### config.mk
export PLATFORM = sky130hd
export DESIGN_NAME = irq_route_ctrl
export DESIGN_NICKNAME = d
export VERILOG_FILES = /design/src/rtl/irq_pkg.sv /design/src/rtl/irq_src_detect.sv /design/src/rtl/irq_prio_select.sv /design/src/rtl/irq_route_ctrl.sv
export SDC_FILE = /design/constraint.sdc
export NUM_CORES = 1
export LEC_CHECK = 0
export BUFFER_PORTS_ARGS = -buffer_cell sky130_fd_sc_hd__buf_2
export CORE_ASPECT_RATIO = 1.1
export CORE_MARGIN = 2
export CORE_UTILIZATION = 42
export DETAILED_ROUTE_END_ITERATION = 10
export SLEW_MARGIN = 5
export SYNTH_ARGS = -nofsm -noshare
export SYNTH_HDL_FRONTEND = slang
export SYNTH_SLANG_ARGS = --single-unit
### constraint.sdc
create_clock -name clk -period 23.5 [get_ports clk]
set_input_delay 1.175 -clock clk [delete_from_list [all_inputs] [get_ports clk]]
set_output_delay 1.175 -clock clk [all_outputs]
set_load 0.01 [all_outputs]
### src/rtl/irq_pkg.sv
package irq_pkg;
   typedef enum logic [2:0] {
      DET_ANY       = 3'd0,
      DET_RISE      = 3'd1,
      DET_LOW_LVL   = 3'd2,
      DET_HIGH_LVL  = 3'd3,
      DET_LOW_PULSE = 3'd4
   } det_mode_e;

   localparam int DEF_NSRC = 13;

   // Source 12 first (MSB), source 0 last.
   localparam logic [3*DEF_NSRC-1:0] DEF_MODES = {
      DET_ANY, DET_HIGH_LVL, DET_HIGH_LVL, DET_ANY, DET_ANY, DET_ANY, DET_ANY,
      DET_LOW_PULSE, DET_HIGH_LVL, DET_LOW_LVL, DET_RISE, DET_ANY, DET_ANY};

   localparam int ADDR_MASK  = 0;
   localparam int ADDR_ROUTE = 1;
   localparam int ADDR_PEND  = 2;
   localparam int ADDR_ACK   = 3;
   localparam int ADDR_PRIO0 = 4;
endpackage

### src/rtl/irq_src_detect.sv
module irq_src_detect #(
   parameter irq_pkg::det_mode_e MODE = irq_pkg::DET_ANY
) (
   input  logic clk,
   input  logic rst_n,
   input  logic src_i,
   input  logic clr_i,
   output logic pend_o
);
   import irq_pkg::*;

   localparam logic IDLE = (MODE == DET_LOW_LVL) || (MODE == DET_LOW_PULSE);
   localparam bit   IS_LEVEL = (MODE == DET_LOW_LVL) || (MODE == DET_HIGH_LVL);

   logic s1_q, s2_q;

   always_ff @(posedge clk or negedge rst_n) begin
      if (!rst_n) begin
         s1_q <= IDLE;
         s2_q <= IDLE;
      end else begin
         s1_q <= src_i;
         s2_q <= s1_q;
      end
   end

   if (MODE > DET_LOW_PULSE) begin : g_bad_mode
      $error("irq_src_detect: unknown detection mode");
   end

   if (IS_LEVEL) begin : g_level
      logic unused_clr;
      assign unused_clr = clr_i;
      assign pend_o = (MODE == DET_LOW_LVL) ? ~s2_q : s2_q;
   end else begin : g_edge
      logic prev_q, pend_q, evt;

      always_comb begin
         case (MODE)
            DET_RISE:      evt = s2_q & ~prev_q;
            DET_LOW_PULSE: evt = ~s2_q & prev_q;
            default:       evt = s2_q ^ prev_q;
         endcase
      end

      always_ff @(posedge clk or negedge rst_n) begin
         if (!rst_n) begin
            prev_q <= IDLE;
            pend_q <= 1'b0;
         end else begin
            prev_q <= s2_q;
            if (evt)        pend_q <= 1'b1;
            else if (clr_i) pend_q <= 1'b0;
         end
      end

      assign pend_o = pend_q;

      // sticky until acknowledged
      a_r2_sticky: assert property (@(posedge clk) disable iff (!rst_n)
         (pend_q && !clr_i) |=> pend_q);
      // a pending bit only rises after a detected event
      a_r2_set_by_event: assert property (@(posedge clk) disable iff (!rst_n)
         $rose(pend_q) |-> $past(evt));
      // acknowledge without a new event clears
      a_r7_ack_clears: assert property (@(posedge clk) disable iff (!rst_n)
         (clr_i && !evt) |=> !pend_q);
   end
endmodule

### src/rtl/irq_prio_select.sv
module irq_prio_select #(
   parameter int N  = 13,
   parameter int PW = 4,
   localparam int IW = $clog2(N)
) (
   input  logic [N-1:0]    req_i,
   input  logic [N*PW-1:0] prio_i,
   output logic            valid_o,
   output logic [IW-1:0]   id_o
);
   logic [PW-1:0] best;

   if (N < 2) begin : g_bad_n
      $error("irq_prio_select: N must be at least 2");
   end

   // Strict compare while walking upward keeps the lower number on ties.
   always_comb begin
      valid_o = 1'b0;
      id_o    = '0;
      best    = '0;
      for (int i = 0; i < N; i++) begin
         if (req_i[i] && (!valid_o || prio_i[i*PW +: PW] > best)) begin
            valid_o = 1'b1;
            id_o    = IW'(i);
            best    = prio_i[i*PW +: PW];
         end
      end
   end

   // the reported winner is an active request
   always_comb begin
      if (valid_o) a_r10_id_requesting: assert (req_i[id_o]);
   end
endmodule

### src/rtl/irq_route_ctrl.sv
module irq_route_ctrl #(
   parameter int NSRC = irq_pkg::DEF_NSRC,
   parameter int PW   = 4,
   parameter int DW   = 16,
   parameter int AW   = 5,
   parameter int FAIL_SRC = 3,
   parameter logic [3*NSRC-1:0] SRC_MODE = irq_pkg::DEF_MODES,
   localparam int IW = $clog2(NSRC)
) (
   input  logic            clk,
   input  logic            rst_n,
   input  logic [NSRC-1:0] src_i,
   input  logic            sleep_i,
   input  logic            reg_we,
   input  logic [AW-1:0]   reg_addr,
   input  logic [DW-1:0]   reg_wdata,
   output logic [DW-1:0]   reg_rdata,
   output logic            fiq_o,
   output logic [IW-1:0]   fiq_id_o,
   output logic            irq_o,
   output logic [IW-1:0]   irq_id_o,
   output logic            wake_o
);
   import irq_pkg::*;

   localparam logic [NSRC-1:0] RST_BIT = NSRC'(1) << FAIL_SRC;

   if (NSRC > DW) begin : g_bad_width
      $error("irq_route_ctrl: NSRC must fit in one data word");
   end
   if (ADDR_PRIO0 + NSRC > (1 << AW)) begin : g_bad_addr
      $error("irq_route_ctrl: address space too small");
   end
   if (PW > DW || FAIL_SRC >= NSRC) begin : g_bad_misc
      $error("irq_route_ctrl: bad PW or FAIL_SRC");
   end

   logic [NSRC-1:0]    mask_q, route_q, pend, eff, clr;
   logic [NSRC*PW-1:0] prio_q;
   logic               unused_wbits;

   assign unused_wbits = ^reg_wdata;
   assign clr = (reg_we && reg_addr == AW'(ADDR_ACK)) ? reg_wdata[NSRC-1:0] : '0;

   for (genvar i = 0; i < NSRC; i++) begin : g_src
      irq_src_detect #(.MODE(det_mode_e'(SRC_MODE[3*i +: 3]))) u_det (
         .clk    (clk),
         .rst_n  (rst_n),
         .src_i  (src_i[i]),
         .clr_i  (clr[i]),
         .pend_o (pend[i])
      );
   end

   always_ff @(posedge clk or negedge rst_n) begin
      if (!rst_n) begin
         mask_q  <= RST_BIT;
         route_q <= RST_BIT;
         prio_q  <= '0;
      end else if (reg_we) begin
         if (reg_addr == AW'(ADDR_MASK))  mask_q  <= reg_wdata[NSRC-1:0];
         if (reg_addr == AW'(ADDR_ROUTE)) route_q <= reg_wdata[NSRC-1:0];
         for (int i = 0; i < NSRC; i++)
            if (reg_addr == AW'(ADDR_PRIO0 + i)) prio_q[i*PW +: PW] <= reg_wdata[PW-1:0];
      end
   end

   always_comb begin
      reg_rdata = '0;
      if (reg_addr == AW'(ADDR_MASK))  reg_rdata = DW'(mask_q);
      if (reg_addr == AW'(ADDR_ROUTE)) reg_rdata = DW'(route_q);
      if (reg_addr == AW'(ADDR_PEND))  reg_rdata = DW'(pend);
      for (int i = 0; i < NSRC; i++)
         if (reg_addr == AW'(ADDR_PRIO0 + i)) reg_rdata = DW'(prio_q[i*PW +: PW]);
   end

   assign eff = pend & mask_q;

   irq_prio_select #(.N(NSRC), .PW(PW)) u_sel_fast (
      .req_i (eff & route_q), .prio_i (prio_q), .valid_o (fiq_o), .id_o (fiq_id_o));

   irq_prio_select #(.N(NSRC), .PW(PW)) u_sel_norm (
      .req_i (eff & ~route_q), .prio_i (prio_q), .valid_o (irq_o), .id_o (irq_id_o));

   assign wake_o = sleep_i & (fiq_o | irq_o);

   // only enabled sources reach a line
   a_r8_fast_enabled: assert property (@(posedge clk) disable iff (!rst_n)
      fiq_o |-> mask_q[fiq_id_o]);
   // each line carries only sources routed to it
   a_r9_fast_route: assert property (@(posedge clk) disable iff (!rst_n)
      fiq_o |-> route_q[fiq_id_o]);
   a_r9_norm_route: assert property (@(posedge clk) disable iff (!rst_n)
      irq_o |-> !route_q[irq_id_o]);
   // sleeping with an enabled pending source requests wake-up
   a_r11_wake: assert property (@(posedge clk) disable iff (!rst_n)
      (sleep_i && |(pend & mask_q)) |-> wake_o);
endmodule

==> results of run 1 <==
## per-layer routing
layer | GRT usage, % | vias to the layer above
met1 | 34.8 | 4557
met4 | 7.00 | 0
li1 | - | 4464
met2 | 38.3 | 376
met3 | 4.44 | 51
met5 | 0 | -
## power breakdown
part,leakage [nW],internal [mW],switching [mW]
clock network,0.266,0.152,0.0970
registers,1.44,0.242,0.0522
logic,3.36,0.345,0.472
## area by class of cell
type / instances / area (µm²) / share of cell area (%)
tap: 305 / 382 / 3.35
inverter: 68 / 255 / 2.24
multi-input combinational: 923 / 6720 / 58.9
timing repair buffer: 74 / 413 / 3.62
clock buffer: 20 / 457 / 4.00
sequential: 122 / 3060 / 26.8
antenna: 1 / 2.50 / 0.0219
clock inverter: 11 / 113 / 0.987
## stage by stage
stage	power [mW]	worst slack, ns	cell area (µm²)	cells	util, %
3_3_place_gp	1.06	0.675	10600	1480	45.1
5_1_grt	1.47	-0.0811	11400	1524	48.3
4_1_cts	1.34	0.139	11200	1511	47.5
6_report	1.36	1.55	11400	1524	48.3
2_1_floorplan	0.879	3.33	10100	1148	-
3_5_place_dp	1.08	0.499	10600	1480	45.1
## logic make-up (layout without fill, tap and decap cells)
kind of cell | after synthesis | count (layout) | share of synthesized area (%)
compound gates | 370 | 370 | 26.3
xor+xnor | 7 | 7 | 0.608
fa+ha+maj | 86 | 86 | 10.7
buf+inv | 103 | 173 | 4.07
flops | 122 | 122 | 30.4
mux | 83 | 83 | 9.38
other cells | 1 | 4 | 0.0372
simple gates | 374 | 374 | 18.6
## cell usage after synthesis, types with 6 or more instances
cell      number
a211o_1        6
a211oi_1      13
a21boi_0       7
a21o_1        15
a21oi_1       59
a221oi_1       8
a222oi_1      12
a22oi_1       15
a31oi_1       14
and2_1         7
and3_1        13
buf_1          6
clkbuf_1      23
dfrtp_1      115
dfstp_2        7
ha_1          86
inv_1         68
mux2_2        68
mux2i_1       12
nand2_1      124
nand2b_1      19
nand3_1       31
nand4_1       14
nor2_1        77
nor2b_1       19
nor3_1        20
o211ai_1      19
o21a_1        18
o21ai_0       84
o22ai_1        7
o311a_1        7
o311ai_0       7
o31ai_1        6
or2_2          7
or3_1          7
xnor2_1        7
## timing repair
| item | 4_1_cts | 5_1_grt |
|---|---|---|
| gates resized for setup | 2 | 27 |
| gates cloned | 0 | 0 |
| endpoints found under the setup margin | 2 | 5 |
| pin swaps | 0 | 6 |
| buffers inserted | 0 | 12 |
## flip-flops by register name, summed over array words and instances, names as in the netlist
register	cells
g_src.u_det.g_edge.prev_q	9
route_q	13
g_src.u_det.s2_q	10
g_src.u_det.s1_q	13
prio_q	52
g_src.u_det.pend_o	12
mask_q	13
## worst max-delay path: cells and delay by family, from the launching register on
| family | cells | cell delay [ns] |
|---|---|---|
| simple gates | 24 | 3.88 |
| flops | 1 | 0.45 |
| buf+inv | 9 | 1.01 |
| fa+ha+maj | 12 | 3.43 |
| compound gates | 60 | 10.84 |
| mux | 2 | 0.74 |
## path summary, 6_finish.rpt
path | start | to | cells after the start
hold / removal | g_src[8].u_det.s1_q$_DFF_PN0_ | g_src[8].u_det.s2_q$_DFF_PN0_ | 0
setup reg to reg | prio_q[30]$_DFFE_PN0P_ | prio_q[30]$_DFFE_PN0P_ | 2
min in group asynchronous | rst_n | mask_q[11]$_DFFE_PN0P_ | 1
max in group asynchronous | rst_n | route_q[7]$_DFFE_PN0P_ | 2
setup / recovery | g_src[0].u_det.pend_o$_DFFE_PN0P_ | fiq_id_o[0] | 107
hold reg to reg | g_src[8].u_det.s1_q$_DFF_PN0_ | g_src[8].u_det.s2_q$_DFF_PN0_ | 0
==> metrics.yaml, run 1 <==
run_status:
  outcome: "finished clean"
die:
  core_um2: 23600
  die-area_um2: 25300
  die_x_um: 152
  start_util_pct: 42.7
  rows: 59
  die_y_um: 167
  ios: 65
timing:
  finalHoldViolations: 0
  max_freq_ghz: 0.0456
  relSlewSlack_pct: 20.9
  report.final.slew_viol_count: 0
  worstMarginPinSlew_ns: 1.18
  finalSetupViolations: 0
  fin_setup_tns_ns: 0
  fin_worst_skew_ns: 0.00536
  whs_ns: 0.346
  min_period_over_period_pct: 93.4
  period_needed_ns: 21.95
power_and_ir_drop:
  ir_worst_vdd_mv: 0.0589
  power.leakage_nw: 5.07
  power_density_nw_per_um2: 119
detailed_routing:
  wl_met3_mm: 2.40
  drt_iter0_drc: 832
  wl_per_cell_um: 20.3
  drc: 0
  met2_length_mm: 14.0
  viasPerCell: 6.20
  m1WireLength_mm: 13.9
  vias: 9448
  detail-route-antenna-nets: 0
  top_layer_used: "met4"
  wirelength_mm: 31.0
  drtPass1Iterations: 10
synth:
  synth.avg_cell_area_um2: 8.80
  synthFlopType: "dfrtp_1"
  yosysTopAreaCell: "dfrtp_1"
  syn-cell-area_um2: 10100
  async_flop_share_pct: 100
  synth_edf_count: 0
  synth_area_leaders: "dfrtp_1, ha_1, mux2_2"
  syn_inst: 1146
  seq_area_frac_synth_pct: 30.4
  yosysUniqueCellTypes: 97
  synth_top_cell_area_share_pct: 28.5
  ys_ff_latch: 122
  synth_warnings: 0
clocking:
  cts_tree: "built"
  cts_root_buf: "clkbuf_16"
  numClockSinks: 122
  path_clk_slew_ns: 0.06
  h-tree-depth: 4
  cts_hold_buf: 0
  cts_made_buffers: 17
  worstSkewPairLatency_ns: 0.41
  cts_buffer_depth: 2
grt:
  grt_start_max_net_pins: 84
  grt_usage_pct: 24.5
  gr-total-overflow: 0
  grt_pass1_vias: 8784
  grt_first_pass_wirelength_mm: 48.0
  grt_antenna_before_repair: 2
critical_path:
  r2r_setup_slack_ns: 22.50
  crit_arrival_ns: 20.77
  worstPathRequired_ns: 22.33
  end_kind: "output pin"
  crit_path_start_kind: "flop"
  critical_path.max_stage_delay_ns: 0.48
  critical_path_class: "flop to output pin"
  slowest_stage: "or4_4"
  critPathMostFrequentCell: "ha_1"
  path_max_fanout: 9
cells_and_area:
  final_cell_mix: "nand2_1, dfrtp_1, ha_1"
  area_growth_pct: 13.1
  fin_nets: 1330
  drive_gt1_share_pct: 19.8
  fillers: 2285
  final_common_cell: "nand2_1"
placed_design:
  port_buffers: 58
  place.gp.congestion: 0.949
  hpwl_mm: 24.1
flow_run:
  cap_viol_max_count: 0
worst_hold_path:
  hold_class: "flop to flop"
Note: power is estimated with default switching activity, not from simulation.
==> run 2: changes to the inputs <==
==> constraint.sdc (replaced) <==
create_clock -name clk -period 23.5 [get_ports clk]
set_input_delay 4.7 -clock clk [delete_from_list [all_inputs] [get_ports clk]]
set_output_delay 4.7 -clock clk [all_outputs]
set_load 0.01 [all_outputs]
==> metrics.yaml, run 2 (synthesis gave the netlist of run 1 again) <==
detailed_routing:
  met2_length_mm: 16.0  # +14%
  drt_iter0_drc: 674  # -19%
  vias: 10300  # +9.1%
  viasPerCell: 6.06  # -2.3%
  drc: 0  # unchanged
  wl_per_cell_um: 20.3  # -0.19%
  detail-route-antenna-nets: 0  # unchanged
  top_layer_used: "met5"
  drtPass1Iterations: 6  # -4
  m1WireLength_mm: 15.4  # +11%
  wl_met3_mm: 2.10  # -13%
  wirelength_mm: 34.5  # +11%
timing:
  relSlewSlack_pct: 25.8  # +4.9 points
  worstMarginPinSlew_ns: 1.11  # -0.0728 ns
  report.final.slew_viol_count: 0  # unchanged
  finalSetupViolations: 2  # +2
  period_needed_ns: 23.54  # +1.59 ns
  fin_worst_skew_ns: 0.00855  # +0.00320 ns
  max_freq_ghz: 0.0425  # -6.8%
  whs_ns: 0.347  # +0.00144 ns
  min_period_over_period_pct: 100  # +6.8 points
  finalHoldViolations: 0  # unchanged
  layout_setup_ws_ns: -0.0377  # -1.59 ns
  rsz0062_at_grt: "yes"
critical_path:
  slowest_stage: "or4_4"
  critical_path.max_stage_delay_ns: 0.52  # +0.04 ns
  end_kind: "output pin"
  critPathMostFrequentCell: "a21oi_2"
  crit_path_start_kind: "flop"
  crit_arrival_ns: 18.84  # -1.93 ns
  r2r_setup_slack_ns: 22.43  # -0.07 ns
  worstPathRequired_ns: 18.80  # -3.53 ns
  path_max_fanout: 8  # -1
  critical_path_class: "flop to output pin"
die:
  ios: 65  # unchanged
  die_y_um: 167  # unchanged
  start_util_pct: 42.7  # unchanged
  core_um2: 23600  # unchanged
  rows: 59  # unchanged
  die-area_um2: 25300  # unchanged
  die_x_um: 152  # unchanged
grt:
  grt_usage_pct: 27.0  # +2.4 points
  grt_start_max_net_pins: 77  # -8.3%
  gr-total-overflow: 0  # unchanged
  grt_first_pass_wirelength_mm: 52.9  # +10%
  grt_pass1_vias: 9715  # +11%
  grt_antenna_before_repair: 4  # +2
cells_and_area:
  final_cell_mix: "buf_4, nand2_1, dfrtp_1"
  finalNonFillerCells: 1702  # +12%
  fin_area_um2: 13700  # +20%
  largest_register_ffs: 52  # unchanged
  area_growth_pct: 35.3
  diodes: 0  # -1
  fin_nets: 1508  # +13%
  final_common_cell: "buf_4"
  regMostFlops: "prio_q"
  drive_gt1_share_pct: 39.1  # +19 points
flow_run:
  cap_viol_max_count: 0  # unchanged
clocking:
  cts_hold_buf: 0  # unchanged
  cts_root_buf: "clkbuf_16"
  worstSkewPairLatency_ns: 0.42  # about the same
  numClockSinks: 122  # unchanged
  h-tree-depth: 4  # unchanged
  cts_buffer_depth: 2  # unchanged
  path_clk_slew_ns: 0.06  # about the same
  cts_tree: "built"
  cts_made_buffers: 17  # unchanged
power_and_ir_drop:
  power_mw: 1.77  # +30%
  p_int_mw: 0.999  # +35%
  clkPwrFrac_pct: 15.5  # -2.8 points
  seqPwrFrac_pct: 16.8  # -4.8 points
  p_sw_mw: 0.768  # +24%
  swShare_pct: 43.5  # -2.2 points
  power.leakage_nw: 6.08  # +20%
  ir_worst_vdd_mv: 0.0722  # +23%
  power_density_nw_per_um2: 129  # +8.6%
  comb_power_share_pct: 67.7  # +7.6 points
placed_design:
  port_buffers: 58  # unchanged
  place.gp.congestion: 0.936  # -1.3%
  dp.cells: 1595  # +7.8%
  pre_cts_slack_ns: -0.368  # -0.866 ns
  place_area_um2: 11500  # +8.2%
  hpwl_mm: 25.5  # +5.9%
run_status:
  violations: "setup timing"
  outcome: "finished with violations"
worst_hold_path:
  hold_class: "flop to flop"
[run 2: cell types whose count changed in the layout (fill, tap and decap cells not counted), moves of 8 or more]
cell / previous run / this run
a21oi_1: 57 / 32
ha_1: 86 / 68
buf_4: 17 / 186
nor2_2: 1 / 11
a21oi_2: 2 / 25
o21ai_1: 6 / 14
o21ai_0: 79 / 59
buf_6: 0 / 9
ha_4: 0 / 15
nor2_1: 75 / 64
o21ai_2: 1 / 12
[run 2: worst max-delay path, delay by kind of cell, from the launching register on]
kind                     cells  cell delay, ns
adder cells (fa/ha/maj)     12            3.22
AND/OR/NAND/NOR             27            3.85
AO/OA/AOI/OAI               58            9.54
multiplexers                 2            0.65
buffers and inverters        7            0.81
flip-flops                   1            0.35
[run 2: worst paths after layout]
check / from / to / cells after the start
min reg2reg: g_src[4].u_det.s1_q$_DFF_PN0_ / g_src[4].u_det.pend_o$_DFF_PN0_ / 0
min in group asynchronous: rst_n / prio_q[46]$_DFFE_PN0P_ / 1
max: mask_q[0]$_DFFE_PN0P_ / fiq_id_o[1] / 106
max in group asynchronous: rst_n / prio_q[48]$_DFFE_PN0P_ / 2
max reg2reg: prio_q[29]$_DFFE_PN0P_ / prio_q[29]$_DFFE_PN0P_ / 2
min: g_src[4].u_det.s1_q$_DFF_PN0_ / g_src[4].u_det.pend_o$_DFF_PN0_ / 0
[run 2: metrics by stage]
stage / setup TNS, ns / util (%)
final: -0.0555 / 57.8
after global routing: -5.43 / 57.8
after CTS: 0 / 53.7
after floorplan: 0 / -
after detailed placement: -1.37 / 48.7
after global placement: -0.737 / 48.7
[run 2: cell type report]
cell class,count,area (µm²)
fillers,2084,9970
multi-input cells,923,7550
flip-flops and latches,122,3060
repair buffers,252,1780
clock buffers,18,439
well taps,305,382
inverters,68,260
clock inverters,14,173
[run 2: timing repair]
item | CTS | global route
gates cloned | 0 | 0
buffers inserted | 48 | 30
pin swaps | 21 | 99
setup endpoints to repair | 8 | 8
resized for setup | 51 | 162
[run 2: power groups by stage]
| stage | Combinational (mW) | Clock [mW] | Sequential (mW) |
|---|---|---|---|
| after floorplan | 0.608 | 0 | 0.272 |
| after global placement | 0.899 | 0 | 0.293 |
| after detailed placement | 0.918 | 0 | 0.294 |
| after CTS | 0.995 | 0.278 | 0.291 |
| after global routing | 1.30 | 0.288 | 0.300 |
| final | 1.20 | 0.274 | 0.297 |
[run 2: layer usage]
layer | vias to the layer above | GRT usage (%)
met5 | - | 0
met2 | 339 | 42.0
met4 | 6 | 9.38
li1 | 4821 | -
met3 | 69 | 4.00
met1 | 5072 | 38.1
==> run 3: changes to the inputs <==
==> constraint.sdc (replaced) <==
create_clock -name clk -period 25.4 [get_ports clk]
set_input_delay 5.08 -clock clk [delete_from_list [all_inputs] [get_ports clk]]
set_output_delay 5.08 -clock clk [all_outputs]
set_load 0.01 [all_outputs]
==> metrics.yaml, run 3 (synthesis gave the netlist of run 1 again) <==
cells_and_area:
  finalNonFillerCells: 1568  # -7.9%
  drive_gt1_share_pct: 26.1  # -13 points
  diodes: 0  # unchanged
  fin_nets: 1374  # -8.9%
  regMostFlops: "prio_q"
  fillers: 2247  # +7.8%
  largest_register_ffs: 52  # unchanged
  area_growth_pct: 19.4
  final_cell_mix: "nand2_1, dfrtp_1, ha_1"
  final_common_cell: "nand2_1"
die:
  die-area_um2: 25300  # unchanged
  ios: 65  # unchanged
  core_um2: 23600  # unchanged
  rows: 59  # unchanged
  die_y_um: 167  # unchanged
  die_x_um: 152  # unchanged
  start_util_pct: 42.7  # unchanged
power_and_ir_drop:
  ir_worst_vdd_mv: 0.0490  # -32%
  power.leakage_nw: 5.34  # -12%
  power_density_nw_per_um2: 114  # -12%
  power_mw: 1.38  # -22%
timing:
  min_period_over_period_pct: 95.9
  whs_ns: 0.347  # -0.000398 ns
  finalSetupViolations: 0  # -2
  relSlewSlack_pct: 20.6  # -5.1 points
  layout_setup_ws_ns: 1.04  # +1.08 ns
  worstMarginPinSlew_ns: 1.19  # +0.0769 ns
  fin_worst_skew_ns: 0.00354  # -0.00501 ns
  max_freq_ghz: 0.0411
  fin_setup_tns_ns: 0  # +0.0555 ns
  report.final.slew_viol_count: 0  # unchanged
  period_needed_ns: 24.36
  finalHoldViolations: 0  # unchanged
detailed_routing:
  viasPerCell: 6.21  # +2.6%
  drc: 0  # unchanged
  detail-route-antenna-nets: 0  # unchanged
  drtPass1Iterations: 6  # unchanged
  drt_iter0_drc: 867  # +29%
  wl_per_cell_um: 20.6  # +1.3%
  wirelength_mm: 32.2  # -6.7%
  vias: 9739  # -5.5%
worst_hold_path:
  min_path_cells: 0  # unchanged
  hold_class: "flop to flop"
clocking:
  cts_made_buffers: 17  # unchanged
  worstSkewPairLatency_ns: 0.42  # about the same
  cts_tree: "built"
  h-tree-depth: 4  # unchanged
  cts_buffer_depth: 2  # unchanged
  numClockSinks: 122  # unchanged
  path_clk_slew_ns: 0.06  # about the same
  cts_root_buf: "clkbuf_16"
placed_design:
  pre_cts_slack_ns: 0.0338  # +0.401 ns
  place.gp.congestion: 0.895  # -4.4%
  port_buffers: 58  # unchanged
  dp.cells: 1503  # -5.8%
  hpwl_mm: 24.6  # -3.8%
critical_path:
  cp_top_family: "compound AO/OA/AOI/OAI gates"
  r2r_setup_slack_ns: 24.36  # +1.93 ns
  critical_path_class: "flop to output pin"
  critPathBufInv: 9  # +2
  end_kind: "output pin"
  reg2reg_depth: 2  # unchanged
  critPathMostFrequentCell: "ha_1"
  slowest_stage: "or4_4"
  worstSetupPathDepth: 102  # -3.8%
  worstPathRequired_ns: 20.32  # +1.52 ns
  critical_path.max_stage_delay_ns: 0.55  # +0.03 ns
  path_max_fanout: 5  # -3
  crit_arrival_ns: 19.28  # +0.44 ns
  crit_path_start_kind: "flop"
run_status:
  outcome: "finished clean"
grt:
  grt_pass1_vias: 9192  # -5.4%
  gr-total-overflow: 0  # unchanged
  grt_start_max_net_pins: 68  # -12%
  grt_first_pass_wirelength_mm: 50.0  # -5.6%
  grt_usage_pct: 25.5  # -1.5 points
  grt_antenna_before_repair: 1  # -3
flow_run:
  cap_viol_max_count: 0  # unchanged
==> run 3: changes by cell type in the layout (fill, tap and decap cells not counted), sizes merged <==
cell,previous run,this run
bufinv,2,3
clkinvlp,2,3
inv,77,75
buf,252,118
==> run 3: worst paths after layout <==
check                                                         to                           start
worst max-delay path                                 fiq_id_o[0]          route_q[0]$_DFFE_PN0P_
worst min-delay path            g_src[11].u_det.pend_o$_DFF_PN0_  g_src[11].u_det.s1_q$_DFF_PN0_
worst max register to register            prio_q[30]$_DFFE_PN0P_          prio_q[30]$_DFFE_PN0P_
worst min register to register  g_src[11].u_det.pend_o$_DFF_PN0_  g_src[11].u_det.s1_q$_DFF_PN0_
max in group asynchronous                 route_q[0]$_DFFE_PN0P_                           rst_n
min in group asynchronous                route_q[11]$_DFFE_PN0P_                           rst_n
==> run 3: cell type report <==
type,instances,area (µm²),share of cell area [%]
inverters,68,255,2.12
clock buffers,18,429,3.56
repair buffers,118,743,6.17
multi-input cells,923,6990,58.0
clock inverters,14,183,1.52
flip-flops and latches,122,3060,25.4
well taps,305,382,3.17
==> run 3: where the power goes <==
part / switching, mW / internal [mW]
registers: 0.0500 / 0.224
clock network: 0.0971 / 0.157
logic: 0.473 / 0.375
total: 0.620 / 0.755
==> run 3: per-layer routing <==
layer / GRT usage (%) / part of all wire (%) / wire length (µm) / vias to the layer above
li1: - / - / - / 4571
met1: 35.8 / 44 / 14300 / 4722
met2: 38.9 / 45 / 14600 / 372
met3: 4.79 / 7.3 / 2370 / 74
met4: 9.62 / 2.9 / 936 / 0
met5: 0 / 0 / 0 / -
==> run 3: metrics by stage <==
step	utilization [%]	instance area, µm²
global placement	45.8	10800
floorplan	-	10100
global route	51.0	12000
CTS	48.5	11400
detailed placement	45.8	10800
finish	51.0	12000
==> run 3: repair_timing <==
action,4_1_cts,5_1_grt
hold buffers,0,0
setup endpoints to repair,7,8
gates cloned,0,0
pin swaps,1,30
hold endpoints to repair,0,0
gates resized for setup,6,94
setup buffers,1,32
